===== src/rtl/fe_cfg_pkg.sv =====
package fe_cfg_pkg;
  localparam int CNT_W      = 16;
  localparam int AC_FIELD_W = 3;
  localparam int AC_SCALE   = 8;
  localparam int DL_W       = CNT_W - AC_FIELD_W;
  localparam int ACMD_W     = ((1 << AC_FIELD_W) - 1) * AC_SCALE;
  localparam int AC_LEFT_W  = $clog2(ACMD_W + 1);
  localparam int RET_IDX    = 19;
endpackage


===== src/rtl/fe_cfg_seq.sv =====
module fe_cfg_seq
  import fe_cfg_pkg::*;
(
  input  logic             clk_i,
  input  logic             rst_ni,
  input  logic             start_i,
  input  logic [CNT_W-1:0] count_i,
  output logic             accept_o,
  output logic             adv_o,
  output logic             done_o,
  output logic             busy_o,
  output logic             cclk_o,
  output logic             load_o
);
  logic [AC_LEFT_W-1:0] ac_left_q;
  logic [DL_W-1:0]      dat_left_q;
  logic [AC_FIELD_W-1:0] ac_f;
  logic [DL_W-1:0]       dl_f;
  logic                  last;

  assign ac_f     = count_i[AC_FIELD_W-1:0];
  assign dl_f     = count_i[CNT_W-1:AC_FIELD_W];
  assign accept_o = start_i && !busy_o && (ac_f != '0 || dl_f != '0);
  assign last     = (ac_left_q == AC_LEFT_W'(1) && dat_left_q == '0) ||
                    (ac_left_q == '0 && dat_left_q == DL_W'(1));
  assign adv_o    = busy_o && cclk_o && !last;
  assign done_o   = busy_o && cclk_o && last;

  always_ff @(posedge clk_i or negedge rst_ni) begin
    if (!rst_ni) begin
      busy_o     <= 1'b0;
      cclk_o     <= 1'b0;
      load_o     <= 1'b0;
      ac_left_q  <= '0;
      dat_left_q <= '0;
    end else if (accept_o) begin
      busy_o     <= 1'b1;
      cclk_o     <= 1'b0;
      load_o     <= (ac_f == '0);
      ac_left_q  <= AC_LEFT_W'(ac_f) * AC_LEFT_W'(AC_SCALE);
      dat_left_q <= dl_f;
    end else if (busy_o) begin
      if (!cclk_o) begin
        cclk_o <= 1'b1;
      end else begin
        cclk_o <= 1'b0;
        if (ac_left_q != '0) ac_left_q  <= ac_left_q - AC_LEFT_W'(1);
        else                 dat_left_q <= dat_left_q - DL_W'(1);
        if (last) begin
          busy_o <= 1'b0;
          load_o <= 1'b0;
        end else begin
          // data phase begins once the last acmd pulse is consumed
          load_o <= (ac_left_q <= AC_LEFT_W'(1));
        end
      end
    end
  end
endmodule


===== src/rtl/fe_cfg_shift.sv =====
module fe_cfg_shift
  import fe_cfg_pkg::*;
#(
  parameter int DATA_W = 16
) (
  input  logic              clk_i,
  input  logic              rst_ni,
  input  logic              accept_i,
  input  logic              adv_i,
  input  logic              busy_i,
  input  logic              load_i,
  input  logic [ACMD_W-1:0] cmd_i,
  input  logic [DATA_W-1:0] payload_i,
  output logic              sdo_o
);
  logic [ACMD_W-1:0] cmd_sh_q;
  logic [DATA_W-1:0] dat_sh_q;

  always_ff @(posedge clk_i or negedge rst_ni) begin
    if (!rst_ni) begin
      cmd_sh_q <= '0;
      dat_sh_q <= '0;
    end else if (accept_i) begin
      cmd_sh_q <= cmd_i;
      dat_sh_q <= payload_i;
    end else if (adv_i) begin
      // shift the source of the pulse just finished
      if (load_i) dat_sh_q <= {dat_sh_q[DATA_W-2:0], 1'b0};
      else        cmd_sh_q <= {cmd_sh_q[ACMD_W-2:0], 1'b0};
    end
  end

  assign sdo_o = busy_i && (load_i ? dat_sh_q[DATA_W-1] : cmd_sh_q[ACMD_W-1]);
endmodule


===== src/rtl/fe_cfg_ret.sv =====
module fe_cfg_ret
  import fe_cfg_pkg::*;
(
  input  logic clk_i,
  input  logic rst_ni,
  input  logic accept_i,
  input  logic done_i,
  input  logic busy_i,
  input  logic read_i,
  input  logic fe_data_i,
  output logic ret_en_o,
  output logic ret_data_o
);
  localparam int RC_W = $clog2(RET_IDX + 1);
  localparam logic [RC_W-1:0] OPEN_AT = RC_W'(RET_IDX - 1);

  logic [RC_W-1:0] cyc_q;
  logic            rd_q;
  logic            en_d;

  always_comb begin
    en_d = ret_en_o;
    if (accept_i)    en_d = 1'b0;
    else if (done_i) en_d = 1'b0;
    else if (busy_i && rd_q && cyc_q == OPEN_AT) en_d = 1'b1;
  end

  always_ff @(posedge clk_i or negedge rst_ni) begin
    if (!rst_ni) begin
      cyc_q      <= '0;
      rd_q       <= 1'b0;
      ret_en_o   <= 1'b0;
      ret_data_o <= 1'b0;
    end else begin
      ret_en_o   <= en_d;
      ret_data_o <= en_d && fe_data_i;
      if (accept_i) begin
        cyc_q <= RC_W'(1);
        rd_q  <= read_i;
      end else if (busy_i && cyc_q != OPEN_AT) begin
        cyc_q <= cyc_q + RC_W'(1);
      end
    end
  end
endmodule


===== src/rtl/fe_cfg_port.sv =====
module fe_cfg_port
  import fe_cfg_pkg::*;
#(
  parameter int DATA_W = 16
) (
  input  logic              clk_i,
  input  logic              rst_ni,
  input  logic              start_i,
  input  logic              read_i,
  input  logic [ACMD_W-1:0] cmd_i,
  input  logic [DATA_W-1:0] payload_i,
  input  logic [CNT_W-1:0]  count_i,
  input  logic              fe_data_i,
  output logic              cclk_o,
  output logic              load_o,
  output logic              sdo_o,
  output logic              ret_en_o,
  output logic              ret_data_o,
  output logic              busy_o
);
  logic accept, adv, done;

  fe_cfg_seq u_seq (
    .clk_i    (clk_i),
    .rst_ni   (rst_ni),
    .start_i  (start_i),
    .count_i  (count_i),
    .accept_o (accept),
    .adv_o    (adv),
    .done_o   (done),
    .busy_o   (busy_o),
    .cclk_o   (cclk_o),
    .load_o   (load_o)
  );

  fe_cfg_shift #(.DATA_W(DATA_W)) u_shift (
    .clk_i     (clk_i),
    .rst_ni    (rst_ni),
    .accept_i  (accept),
    .adv_i     (adv),
    .busy_i    (busy_o),
    .load_i    (load_o),
    .cmd_i     (cmd_i),
    .payload_i (payload_i),
    .sdo_o     (sdo_o)
  );

  fe_cfg_ret u_ret (
    .clk_i      (clk_i),
    .rst_ni     (rst_ni),
    .accept_i   (accept),
    .done_i     (done),
    .busy_i     (busy_o),
    .read_i     (read_i),
    .fe_data_i  (fe_data_i),
    .ret_en_o   (ret_en_o),
    .ret_data_o (ret_data_o)
  );
endmodule


===== config.mk =====
export PLATFORM = sky130hd
export DESIGN_NAME = fe_cfg_port
export DESIGN_NICKNAME = d
export VERILOG_FILES = /design/src/rtl/fe_cfg_pkg.sv /design/src/rtl/fe_cfg_seq.sv /design/src/rtl/fe_cfg_shift.sv /design/src/rtl/fe_cfg_ret.sv /design/src/rtl/fe_cfg_port.sv
export SDC_FILE = /design/constraint.sdc
export NUM_CORES = 1
export LEC_CHECK = 0
export CORE_MARGIN = 2
export CORE_UTILIZATION = 35
export CTS_CLUSTER_SIZE = 40
export DETAILED_ROUTE_END_ITERATION = 8
export DONT_BUFFER_PORTS = 1
export PLACE_DENSITY = 0.59
export SLEW_MARGIN = 0
export SYNTH_ARGS = -nofsm -noshare
export SYNTH_HDL_FRONTEND = slang
export SYNTH_SLANG_ARGS = --single-unit

===== constraint.sdc =====
create_clock -name clk_i -period 2.8 [get_ports clk_i]
set_clock_uncertainty 0.1 [all_clocks]
set_input_delay 0.14 -clock clk_i [delete_from_list [all_inputs] [get_ports clk_i]]
set_output_delay 0.14 -clock clk_i [all_outputs]
set_load 0.005 [all_outputs]

Word level (Yosys, flattened, before mapping)
Cells that the tools add are included.

Output and inout bits: 6. Flip-flop bits (word level): 102. Input port bits: 93. Logic and storage cells: 85.

Mux-type cells: 31. Equal/unequal tests: 6. $add $sub $neg: 3. Reduce and logical (&&, ||, !) cells: 33. Order comparisons: 1.

Operators by type and width (count): $mux W56 (3); $mux W13 (4); $mux W16 (3); $mux W6 (4); $mux W1 (15); $eq A13 B1 Y1 const B (1); $logic_not A13 Y1 (1); $reduce_bool A13 Y1 (1); $sub A13 B1 Y13 const B (1); $logic_and A1 B1 Y1 (12); $reduce_bool A2 Y1 (6); $mux W5 (2); $eq A6 B1 Y1 const B (1); $le A6 B1 Y1 const B (1); $logic_not A6 Y1 (1); $reduce_and A2 Y1 (3); $reduce_and A3 Y1 (2); $reduce_bool A6 Y1 (1); $sub A6 B1 Y6 const B (1); $add A5 B1 Y5 const B (1); $eq A5 B5 Y1 const B (1); $ne A5 B5 Y1 const B (1); $ne A2 B2 Y1 const B (2); $logic_not A3 Y1 (1); 3 further kinds (5).

Longest topological paths before layout
Gate-level depths: netlist (run 1).

Depth after elaboration: 7. Depth in mapped cells: 9. Depth with buffers taken out: 7.

Cells and area by module
Synthesis (run 1) repeated with hierarchy kept, for this count alone.

Cell total of the unflattened synthesis: 534. Area, all modules: 5765.5 um^2.

By module, submodules not included: fe_cfg_shift (seq. area each 1801.7 um^2, area each 4058.9 um^2, times used 1, cells an instance 353); fe_cfg_seq (seq. area each 550.5 um^2, area each 1322.5 um^2, times used 1, cells an instance 147); fe_cfg_ret (seq. area each 200.2 um^2, area each 384.1 um^2, times used 1, cells an instance 34).

Least setup slack after synthesis (run 1)
No wires, ideal clock.

Kind: reg-to-reg. Start point: register u_seq.ac_left_q[0]. End point: register u_seq.dat_left_q[4]. Slack: 0.685 ns. Stages on the path, launching flop included: 8. Period minus slack after synthesis: 2.115 ns. Required time: 2.631 ns. Arrival time: 1.946 ns. Path buffers: 0. Path through: dfrtp_1 > inv_1 > ha_1 > or4b_4 > nor3_4 > nand2_2 > or4_1 > nand3_1.

Cells in the longest elaborated chain, start to end: 3.

Ends and longest elaborated chain: start: declaration (line fe_cfg_seq.sv:15) `logic [AC_LEFT_W-1:0] ac_left_q;`; start signal: assignment (line fe_cfg_seq.sv:40) `ac_left_q <= AC_LEFT_W'(ac_f) * AC_LEFT_W'(AC_SCALE);`; start signal: assignment (line fe_cfg_seq.sv:47) `if (ac_left_q != '0) ac_left_q <= ac_left_q - AC_LEFT_W'(1);`; $reduce_bool A6 Y1 (line fe_cfg_seq.sv:47); $ne A2 B2 Y1 (no line); $reduce_and A3 Y1 (no line); end signal: assignment (line fe_cfg_seq.sv:41) `dat_left_q <= dl_f;`; end signal: assignment (line fe_cfg_seq.sv:48) `else dat_left_q <= dat_left_q - DL_W'(1);`; end: declaration (line fe_cfg_seq.sv:16) `logic [DL_W-1:0] dat_left_q;`.

No other way between the ends. A chain may end at the register's enable or synchronous reset.

Worst setup path after layout (run 1)
Start point: register u_seq.ac_left_q[0]. End point: register u_shift.dat_sh_q[1].

Cells in the longest elaborated chain, start to end: 7.

Ends and longest elaborated chain: $eq A6 B1 Y1 or $logic_not A6 Y1 (tied branches) (line fe_cfg_seq.sv:24, fe_cfg_seq.sv:25); $logic_and A1 B1 Y1, on equally long branches (line fe_cfg_seq.sv:24, fe_cfg_seq.sv:25); $logic_or A1 B1 Y1 * (line fe_cfg_seq.sv:24) `assign last = (ac_left_q == AC_LEFT_W'(1) && dat_left_q == '0) ||`; $logic_not A1 Y1 * (line fe_cfg_seq.sv:26) `assign adv_o = busy_o && cclk_o && !last;`; $logic_and A1 B1 Y1 * (line fe_cfg_seq.sv:26); $reduce_bool A2 Y1 (no line) *; $reduce_and A2 Y1 (no line) *; end signal: assignment (line fe_cfg_shift.sv:25) `dat_sh_q <= payload_i;`; end signal: assignment (line fe_cfg_shift.sv:28) `if (load_i) dat_sh_q <= {dat_sh_q[DATA_W-2:0], 1'b0};`; end: declaration (line fe_cfg_shift.sv:17) `logic [DATA_W-1:0] dat_sh_q;`.

Every way passes the cells marked *; elsewhere a longest branch is shown, timed or not.

==> results of run 1 <==
area by class of cell:
class | count | area (µm²)
fill | 1364 | 7860
sequential | 102 | 2550
multi-input combinational | 434 | 2340
timing repair buffer | 100 | 1040
tap | 184 | 230
clock buffer | 9 | 225
clock inverter | 7 | 95.1
inverter | 7 | 26.3
antenna | 1 | 2.50
final timing paths:
path / start / to / slack (ns) / depth (start not counted)
setup / recovery: u_seq.ac_left_q[0] / u_shift.dat_sh_q[1] / 0.43 / 8
hold / removal: start_i / u_seq.dat_left_q[12] / 0.08 / 3
setup reg to reg: u_seq.ac_left_q[0] / u_shift.dat_sh_q[1] / 0.43 / 8
hold reg to reg: u_ret.rd_q / u_ret.rd_q / 0.39 / 2
max in group asynchronous: rst_ni / u_seq.dat_left_q[11] / 1.88 / 2
min in group asynchronous: rst_ni / u_ret.cyc_q[4] / 0.24 / 2
flip-flops by register name (all words and copies together), names as in the netlist:
name and cells:
u_ret.ret_en_o 1, u_shift.dat_sh_q 16, u_seq.load_o 1, u_ret.cyc_q 5
u_seq.ac_left_q 6, u_seq.busy_o 1, u_seq.cclk_o 1, u_shift.cmd_sh_q 56
u_seq.dat_left_q 13, u_ret.ret_data_o 1, u_ret.rd_q 1
worst max-delay path: stages (launching register included):
cell	delay, ns
dfrtp_1	0.40
inv_1	0.09
ha_1	0.26
a22oi_1	0.39
nor2_1	0.16
a21oi_1	0.39
buf_4	0.26
nand2_1	0.07
a31oi_1	0.17
power breakdown:
part           internal, mW  leakage, nW  total [mW]  switching [mW]
clock network         0.788        0.156        1.37           0.582
registers              2.21         1.23        2.72           0.514
logic                 0.949         1.24        2.12            1.17
cells by family (layout without fill, tap and decap cells):
kind of cell | Yosys count | after routing | synth area share, %
and+or+nand+nor | 231 | 231 | 20.2
AOI/OAI and AO/OA | 181 | 181 | 21.1
DFF | 102 | 102 | 50.3
buffers and inverters | 49 | 123 | 4.04
xor gates and xnor gates | 13 | 13 | 2.24
adders and majority gates | 7 | 7 | 1.73
muxes | 2 | 2 | 0.395
other | 0 | 1 | 0
through the flow:
step / cells / hold WS (ns)
2_1_floorplan: 585 / -0.256
3_5_place_dp: 735 / -0.253
6_report: 844 / 0.0772
5_1_grt: 843 / 0.0970
3_3_place_gp: 735 / -0.252
4_1_cts: 843 / 0.0636
cells in the final DEF, fill, tap and decap left out, drive strengths merged, types with 2 or more instances in the layout:
cell type      n
a221o          7
nand4          4
nor2          91
nor3          11
dlygate4sd3   91
and2           2
a31oi         71
ha             7
clkbuf         9
a21oi          8
buf            9
nand2         95
xnor2          6
a211oi         3
xor2           7
mux2i          2
or3            2
bufinv         2
or4            4
o211ai         2
clkinv         2
dfrtp        102
nor2b          4
nor4           5
nand3          5
inv            9
o311ai         3
o21ai         83
metal layers:
metal  vias up  share of wire (%)  routed length, µm  GRT usage (%)
met2       126                 49               6490           29.3
met3        13                3.9                518           3.65
met5         -                  0                  0              0
met1      2279                 45               5990           23.0
met4         0                1.4                187           6.41
li1       2205                  -                  -              -
==> impl_metrics.py, run 1 <==
metrics = {
    "status": {
        "status": "finished clean",
    },
    "detailed_routing": {
        "post_drt_wl_per_cell_um": 15.6,
        "ant_nets": 0,
        "first_pass_iters": 5,
        "dr.first_iter.drc_count": 338,
        "vias": 4623,
        "wl_um": 13200,
        "drcViolationCount": 0,
        "vias_per_cell": 5.48,
    },
    "yosys": {
        "syn_avg_cell_area_um2": 8.67,
        "synthCells": 585,
        "yosysMostFrequentCell": "dfrtp_1",
        "yosysSeqAreaShare_pct": 50.3,
        "synth_top_area_share_pct": 50.3,
        "synth_area_leaders": "dfrtp_1, a31oi_1, o21ai_0",
        "ys_async_sr_fraction_pct": 100,
        "synth_common_cells": "dfrtp_1, nand2_1, nor2_1",
        "synth.distinct_cells": 47,
        "yosysWarningCount": 0,
        "synth.largest_area_cell": "dfrtp_1",
        "synth-edff-count": 0,
        "synth_area_mm2": 0.00507,
        "synth_seq_cells": 102,
        "ys.flop_type": "dfrtp_1",
        "synth_nets": 685,
    },
    "die": {
        "floorplan.rows": 44,
        "fp.dieW_um": 124,
        "io_pins": 99,
        "die_area_mm2": 0.0155,
        "start_util_pct": 35.3,
        "core-area_mm2": 0.0144,
        "die_y_um": 124,
    },
    "timing": {
        "drv_slew": 0,
        "hold_viol": 0,
        "finalSetupViolCount": 0,
        "max_freq_mhz": 422,
        "max_slew_margin_pct": 61.8,
        "fin_crit_sh_pct": 84.6,
        "finalSetupTns_ns": 0,
        "fin_ws_ns": 0.431,
        "fin_crit_ns": 2.37,
        "tightest_slew_ns": 0.573,
        "rsz0062_at_grt": "no",
    },
    "cells_and_area": {
        "fin_nets": 754,
        "drive_gt1_share_pct": 5.61,
        "final_cell_area_mm2": 0.00650,
        "syn_to_final_growth_pct": 28.2,
        "final_util_pct": 45.3,
    },
    "power_and_ir_drop": {
        "p_leak_nw": 2.62,
        "power.total_mw": 6.21,
        "power.density_mw_per_mm2": 955,
        "irDropWorstVdd_uv": 393,
    },
    "cts": {
        "insertion_delay_ns": 0.35,
        "cts_hold_buf": 92,
        "clk_pin_slew_ns": 0.07,
        "clock-sinks": 102,
        "htree_levels": 3,
        "cts_tree": "yes",
        "root_buffer": "clkbuf_16",
        "cts_max_path_buffers": 2,
        "cts_setup_buffers": 0,
        "numCtsBuffers": 9,
        "cts_resized": 0,
    },
    "critical_path": {
        "arrival_ns": 2.53,
        "startpoint_type": "register",
        "cp.required_ns": 2.96,
        "critPathCaptureType": "register",
        "crit_type": "reg -> reg",
        "cp_max_fo": 12,
    },
    "worst_hold_path": {
        "hold_path.class": "in -> reg",
    },
    "grt": {
        "grt_overflow": 0,
        "grt_pass1_vias": 4602,
        "track_usage_pct": 17.7,
        "grt_pass1_wl_um": 22600,
        "grt_max_degree": 103,
        "antenna_found_initial": 0,
    },
    "placed_design": {
        "post-place-ws_ns": 0.459,
        "placed_area_mm2": 0.00524,
        "gp_congestion": 0.835,
        "portBuffers": 0,
        "place_hpwl_um": 7930,
    },
    "run": {
        "max_cap_viol_count": 0,
    },
}
(Power assumes the default switching activity.)
==> run 2, diff against run 1 <==
- ABC_AREA: default -> 1
- clock period: 2.8 -> 2.2 ns (I/O delays scaled with it)
==> run 2 against run 1 <==
  * The run now ends with hold timing left
  * Synthesized cell count grew 39%
  * Non-clock buffer count grew 1
  * Core utilization shrank 0.60 points
  * Worst setup slack lost 0.16 ns
  * Sequential power fell by 24%
  * First-iteration DRC count rose by 49%
  * Synthesized area is 14% higher
  * Via count rose by 14%
  * Cell count up 30%
  * Critical endpoint is now u_shift.cmd_sh_q[55]
  * Highest routed layer unchanged
==> impl_metrics.py, run 2 <==
metrics = {
    "critical_path": {
        "timing.rr.end": "u_shift.cmd_sh_q[23]",
        "critPathMaxStageDelay_ns": 0.54,
        "crit_path_top_delay_cell": "buf_4",
        "reg2reg_depth": 10,
        "critPathCaptureType": "register",
        "cp_max_fo": 70,
        "r2r-start": "u_seq.ac_left_q[0]",
        "crit_buf_inv": 3,
        "cp.required_ns": 2.39,
        "endpoint": "u_shift.cmd_sh_q[55]",
        "reg2reg_setup_slack_ns": 0.28,
        "crit_type": "in -> reg",
        "path_depth": 10,
        "crit_chain": "dlygate4sd3_1 > inv_1 > nand3_1 > nor2_1 > nand3_2 > buf_4 > nand3_1 > nand2_1 > nand2_1 > nand2_1",
        "arrival_ns": 2.13,
        "startpoint_type": "input pin",
        "cp_top_family": "buffers and inverters",
        "crit_path_start": "count_i[10]",
        "cp_common_cell": "nand2_1",
    },
    "die": {
        "die_area_mm2": 0.0175,
        "io_pins": 99,
        "start_util_pct": 36.0,
        "die_y_um": 132,
        "fp.dieW_um": 132,
        "floorplan.rows": 46,
        "core-area_mm2": 0.0160,
    },
    "yosys": {
        "yosysSeqAreaShare_pct": 44.3,
        "synth_common_cells": "nand2_1, nand3_1, dfrtp_1",
        "syn_avg_cell_area_um2": 7.07,
        "ys.flop_type": "dfrtp_1",
        "yosysWarningCount": 0,
        "synth_area_leaders": "dfrtp_1, nand2_1, nand3_1",
        "synth.largest_area_cell": "dfrtp_1",
        "synth_area_mm2": 0.00576,
        "yosysMostFrequentCell": "nand2_1",
        "synth_top_area_share_pct": 44.3,
        "synth.distinct_cells": 30,
        "ys_async_sr_fraction_pct": 100,
        "synth-edff-count": 0,
        "synth_nets": 915,
        "synthCells": 815,
        "synth_seq_cells": 102,
    },
    "cells_and_area": {
        "drive_gt1_share_pct": 4.31,
        "max_flop_register": "u_shift.cmd_sh_q",
        "largest_reg_flops": 56,
        "top_regs": "u_shift.cmd_sh_q (56), u_shift.dat_sh_q (16), u_seq.dat_left_q (13)",
        "n_antenna_cell": 0,
        "syn_to_final_growth_pct": 24.0,
        "fillCellCount": 1676,
        "fin_nets": 978,
        "mostFrequentLayoutCell": "nand2_1",
        "final_util_pct": 44.7,
        "layout_common_cells": "nand2_1, nand3_1, dfrtp_1",
    },
    "cts": {
        "cts_hold_buf": 90,
        "cts_tree": "yes",
        "numCtsBuffers": 9,
        "cts_max_path_buffers": 2,
        "root_buffer": "clkbuf_16",
        "insertion_delay_ns": 0.35,
        "clk_pin_slew_ns": 0.08,
        "htree_levels": 3,
        "clock-sinks": 102,
    },
    "grt": {
        "track_usage_pct": 17.1,
        "grt_overflow": 0,
        "antenna_found_initial": 0,
        "grt_pass1_wl_um": 24500,
        "grt_pass1_vias": 4991,
        "grt_max_degree": 103,
    },
    "power_and_ir_drop": {
        "power.density_mw_per_mm2": 608,
        "irDropWorstVdd_uv": 370,
        "power.total_mw": 4.34,
        "p_leak_nw": 3.72,
    },
    "timing": {
        "hold_ws_ns": -0.654,
        "tightest_slew_ns": 0.659,
        "finalSetupViolCount": 0,
        "finalSetupTns_ns": 0,
        "rsz0062_at_grt": "no",
        "fin_crit_sh_pct": 87.9,
        "fin_crit_ns": 1.93,
        "drv_slew": 0,
        "hold_viol": 102,
        "max_slew_margin_pct": 56.1,
        "max_freq_mhz": 517,
    },
    "detailed_routing": {
        "post_drt_wl_per_cell_um": 13.1,
        "vias_per_cell": 4.81,
        "ant_nets": 0,
        "vias": 5280,
        "dr.first_iter.drc_count": 502,
        "first_pass_iters": 4,
        "drcViolationCount": 0,
        "wl_um": 14400,
    },
    "placed_design": {
        "portBuffers": 0,
        "place_hpwl_um": 8940,
        "gp_congestion": 0.833,
    },
    "run": {
        "max_cap_viol_count": 0,
    },
    "status": {
        "status": "complete, but fails checks",
        "violations": "hold timing",
    },
    "worst_hold_path": {
        "hold_path.class": "in -> async",
    },
}
==> run 2: changes by cell type after synthesis, sizes merged, moves of 27 or more <==
cell	previous run	this run
nand2	95	347
o21ai	83	15
a31oi	71	0
nand3	5	185
inv	7	41
nor2	91	39
buf	12	39
==> run 2: final cells by class <==
| class | instances | area (µm²) | share of cell area [%] |
|---|---|---|---|
| inverters | 41 | 154 | 2.15 |
| clock buffers | 9 | 225 | 3.15 |
| repair buffers | 101 | 1050 | 14.6 |
| flip-flops and latches | 102 | 2550 | 35.7 |
| well taps | 216 | 270 | 3.78 |
| clock inverters | 6 | 92.6 | 1.30 |
| multi-input cells | 623 | 2810 | 39.3 |
==> run 2: power by group <==
part	switching (mW)	total, mW	internal (mW)
Sequential	0.0860	2.08	2.00
Clock	0.738	1.74	1.00
Combinational	0.259	0.525	0.266
==> run 2: repair_timing <==
item / in CTS / in global routing
setup buffers: 0 / 0
endpoints found under the setup margin: 0 / 7
gates resized for setup: 0 / 1
endpoints found under the hold margin: 193 / 102
==> run 2: worst min path at each step <==
stage | to | depth (start not counted) | from
floorplan | u_ret.cyc_q[0] | 0 | rst_ni
global placement | u_shift.dat_sh_q[5] | 0 | rst_ni
detailed placement | u_shift.dat_sh_q[5] | 0 | rst_ni
CTS | u_shift.dat_sh_q[5] | 0 | rst_ni
global route | u_shift.dat_sh_q[10] | 0 | rst_ni
finish | u_shift.dat_sh_q[5] | 0 | rst_ni
==> run 2: layer usage <==
metal  part of all wire (%)  routed length [µm]  track usage (%)
met1                     49                7150             24.3
met2                     45                6470             26.2
met3                    4.6                 659             3.96
met4                    1.1                 163             4.36
met5                      0                   0                0
==> run 2: metrics by stage <==
step                      hold WS, ns  cells  worst slack (ns)  instance area (µm²)
final                          -0.654   1098             0.266                 7150
after floorplan                -0.286    815             0.482                 5760
after CTS                      -0.668   1098             0.233                 7140
after global routing           -0.675   1098           0.00206                 7150
after global placement         -0.280    993             0.308                 5920
after detailed placement       -0.280    993             0.251                 5920
==> run 2: kinds of logic (layout without fill, tap and decap cells) <==
group	count (synthesis)	after routing	synth area share (%)
buffers and inverters	90	157	7.32
AND/OR/NAND/NOR	583	583	43.2
adder cells (fa/ha/maj)	7	7	1.52
flip-flops	102	102	44.3
AO/OA/AOI/OAI	24	24	2.26
XOR/XNOR	9	9	1.37
==> run 2: worst reg2reg max path, cell delays in order (launching register included) <==
cell and delay (ns):
dfrtp_1 0.38, inv_1 0.13, ha_1 0.29, nand4_1 0.12
nand2_1 0.11, nand2_1 0.12, nand3_2 0.13, nand2_2 0.08
buf_12 0.19, nand2_1 0.12, nand2_1 0.05
==> run 3, diff against run 2 <==
- MAX_ROUTING_LAYER: default -> met4
==> run 3 against run 2 <==
  * The flow still finishes with violations (hold timing)
  * Cell count did not move
  * Sequential share of layout area did not move
  * Cell area did not move
  * Fmax rose by 0.20%
  * Die area did not move
  * Register-to-register slack barely moved
  * Clock-buffer cell count did not move
  * Hold slack got worse by 0.0017 ns
  * Sequential cell count did not move
  * Combinational power barely moved
  * Critical path depth did not move
  * Routed wire length rose by 0.43%
  * Critical path type unchanged
==> impl_metrics.py, run 3 (synthesis results as in run 2) <==
metrics = {
    "critical_path": {
        "cp_common_cell": "nand2_1",
        "cp_max_fo": 70,
        "cp.required_ns": 2.40,
        "critPathCaptureType": "register",
        "path_depth": 10,
        "crit_path_top_delay_cell": "dlygate4sd3_1",
        "crit_path_start": "count_i[10]",
        "endpoint": "u_shift.cmd_sh_q[55]",
        "r2r-start": "u_seq.ac_left_q[0]",
        "arrival_ns": 2.13,
        "crit_type": "in -> reg",
        "timing.rr.end": "u_shift.cmd_sh_q[23]",
        "cp_top_family": "buffers and inverters",
        "crit_chain": "dlygate4sd3_1 > inv_1 > nand3_1 > nor2_1 > nand3_2 > buf_4 > nand3_1 > nand2_1 > nand2_1 > nand2_1",
        "reg2reg_setup_slack_ns": 0.27,
        "critPathMaxStageDelay_ns": 0.53,
        "startpoint_type": "input pin",
        "reg2reg_depth": 10,
        "crit_buf_inv": 3,
    },
    "power_and_ir_drop": {
        "p_clk_share_pct": 40.0,
        "p_comb_share_pct": 12.1,
        "seqPwrFrac_pct": 47.8,
        "power.density_mw_per_mm2": 609,
        "cellInternalPower_mw": 3.26,
        "p_sw_mw": 1.09,
        "switching_share_pct": 25.0,
        "irDropWorstVdd_uv": 375,
        "p_leak_nw": 3.72,
    },
    "cells_and_area": {
        "regArea_mm2": 0.00255,
        "fillCellCount": 1676,
        "fin_cells": 1098,
        "fin_nets": 978,
        "top_regs": "u_shift.cmd_sh_q (56), u_shift.dat_sh_q (16), u_seq.dat_left_q (13)",
        "final_util_pct": 44.7,
        "drive_gt1_share_pct": 4.31,
        "n_antenna_cell": 0,
        "largest_reg_flops": 56,
        "multi_input_area_mm2": 0.00281,
        "layout_common_cells": "nand2_1, nand3_1, dfrtp_1",
        "mostFrequentLayoutCell": "nand2_1",
        "syn_to_final_growth_pct": 24.0,
        "max_flop_register": "u_shift.cmd_sh_q",
    },
    "detailed_routing": {
        "dr.first_iter.drc_count": 476,
        "wl_um": 14500,
        "vias": 5316,
        "vias_per_cell": 4.84,
        "drcViolationCount": 0,
        "first_pass_iters": 4,
        "post_drt_wl_per_cell_um": 13.2,
        "ant_nets": 0,
    },
    "status": {
        "violations": "hold timing",
        "status": "complete, but fails checks",
    },
    "placed_design": {
        "gp_congestion": 0.846,
        "dp_cells": 993,
        "place_hpwl_um": 8940,
        "portBuffers": 0,
    },
    "grt": {
        "antenna_found_initial": 0,
        "track_usage_pct": 17.6,
        "grt_pass1_vias": 5010,
        "grt_overflow": 0,
        "grt_max_degree": 103,
        "grt_pass1_wl_um": 24400,
    },
    "die": {
        "die_area_mm2": 0.0175,
        "io_pins": 99,
        "start_util_pct": 36.0,
        "floorplan.rows": 46,
        "fp.dieW_um": 132,
        "core-area_mm2": 0.0160,
        "die_y_um": 132,
    },
    "timing": {
        "hold_viol": 102,
        "rsz0062_at_grt": "no",
        "drv_slew": 0,
        "max_freq_mhz": 518,
        "fin_crit_ns": 1.93,
        "max_slew_margin_pct": 56.3,
        "fin_crit_sh_pct": 87.7,
        "finalSetupTns_ns": 0,
        "finalSetupViolCount": 0,
        "hold_ws_ns": -0.656,
        "tightest_slew_ns": 0.655,
    },
    "cts": {
        "insertion_delay_ns": 0.36,
        "cts_tree": "yes",
        "clock-sinks": 102,
        "clk_pin_slew_ns": 0.08,
        "root_buffer": "clkbuf_16",
        "htree_levels": 3,
        "numCtsBuffers": 9,
        "cts_setup_buffers": 0,
        "cts_hold_buf": 90,
        "cts_max_path_buffers": 2,
    },
    "worst_hold_path": {
        "hold_path.class": "in -> async",
    },
    "run": {
        "max_cap_viol_count": 0,
    },
}
==> run 3: metal layers <==
metal | up-vias | global-route usage [%] | share of wire (%)
li1 | 2733 | - | -
met1 | 2451 | 24.3 | 50
met2 | 118 | 26.3 | 45
met3 | 14 | 3.81 | 4.2
met4 | 0 | 4.36 | 0.92
met5 | - | - | 0
==> run 3: timing repair <==
action	CTS	global route
gates resized for setup	0	1
endpoints found under the hold margin	193	102
setup endpoints to repair	0	7
==> run 3: power by group through the flow <==
stage	Sequential, mW	Combinational, mW	Clock (mW)
finish	2.08	0.527	1.74
global route	2.10	0.609	1.85
CTS	2.08	0.528	1.79
detailed placement	2.12	0.399	0
global placement	2.11	0.391	0
floorplan	2.09	0.328	0
==> run 3: through the flow <==
stage                     setup slack (ns)  cell area, µm²  hold WS (ns)  power, mW
after floorplan                      0.482            5760        -0.286       2.42
after global placement               0.308            5920        -0.280       2.50
after CTS                            0.233            7140        -0.668       4.40
final                                0.270            7150        -0.656       4.35
after detailed placement             0.251            5920        -0.280       2.51
after global routing                0.0133            7150        -0.675       4.56
==> run 3: final cells by class <==
| class | count | share of cell area, % |
|---|---|---|
| clock inverters | 6 | 1.30 |
| inverters | 41 | 2.15 |
| multi-input cells | 623 | 39.3 |
| clock buffers | 9 | 3.15 |
| flip-flops and latches | 102 | 35.7 |
| well taps | 216 | 3.78 |
| repair buffers | 101 | 14.6 |
==> run 3: how the worst min path moves through the flow <==
stage,depth (start not counted),slack (ns),to,startpoint
after detailed placement,0,-0.28,u_shift.dat_sh_q[5],rst_ni
after CTS,0,-0.67,u_shift.dat_sh_q[5],rst_ni
after floorplan,0,-0.29,u_ret.cyc_q[0],rst_ni
after global placement,0,-0.28,u_shift.dat_sh_q[5],rst_ni
after global routing,0,-0.68,u_shift.dat_sh_q[10],rst_ni
final,0,-0.66,u_shift.dat_sh_q[5],rst_ni
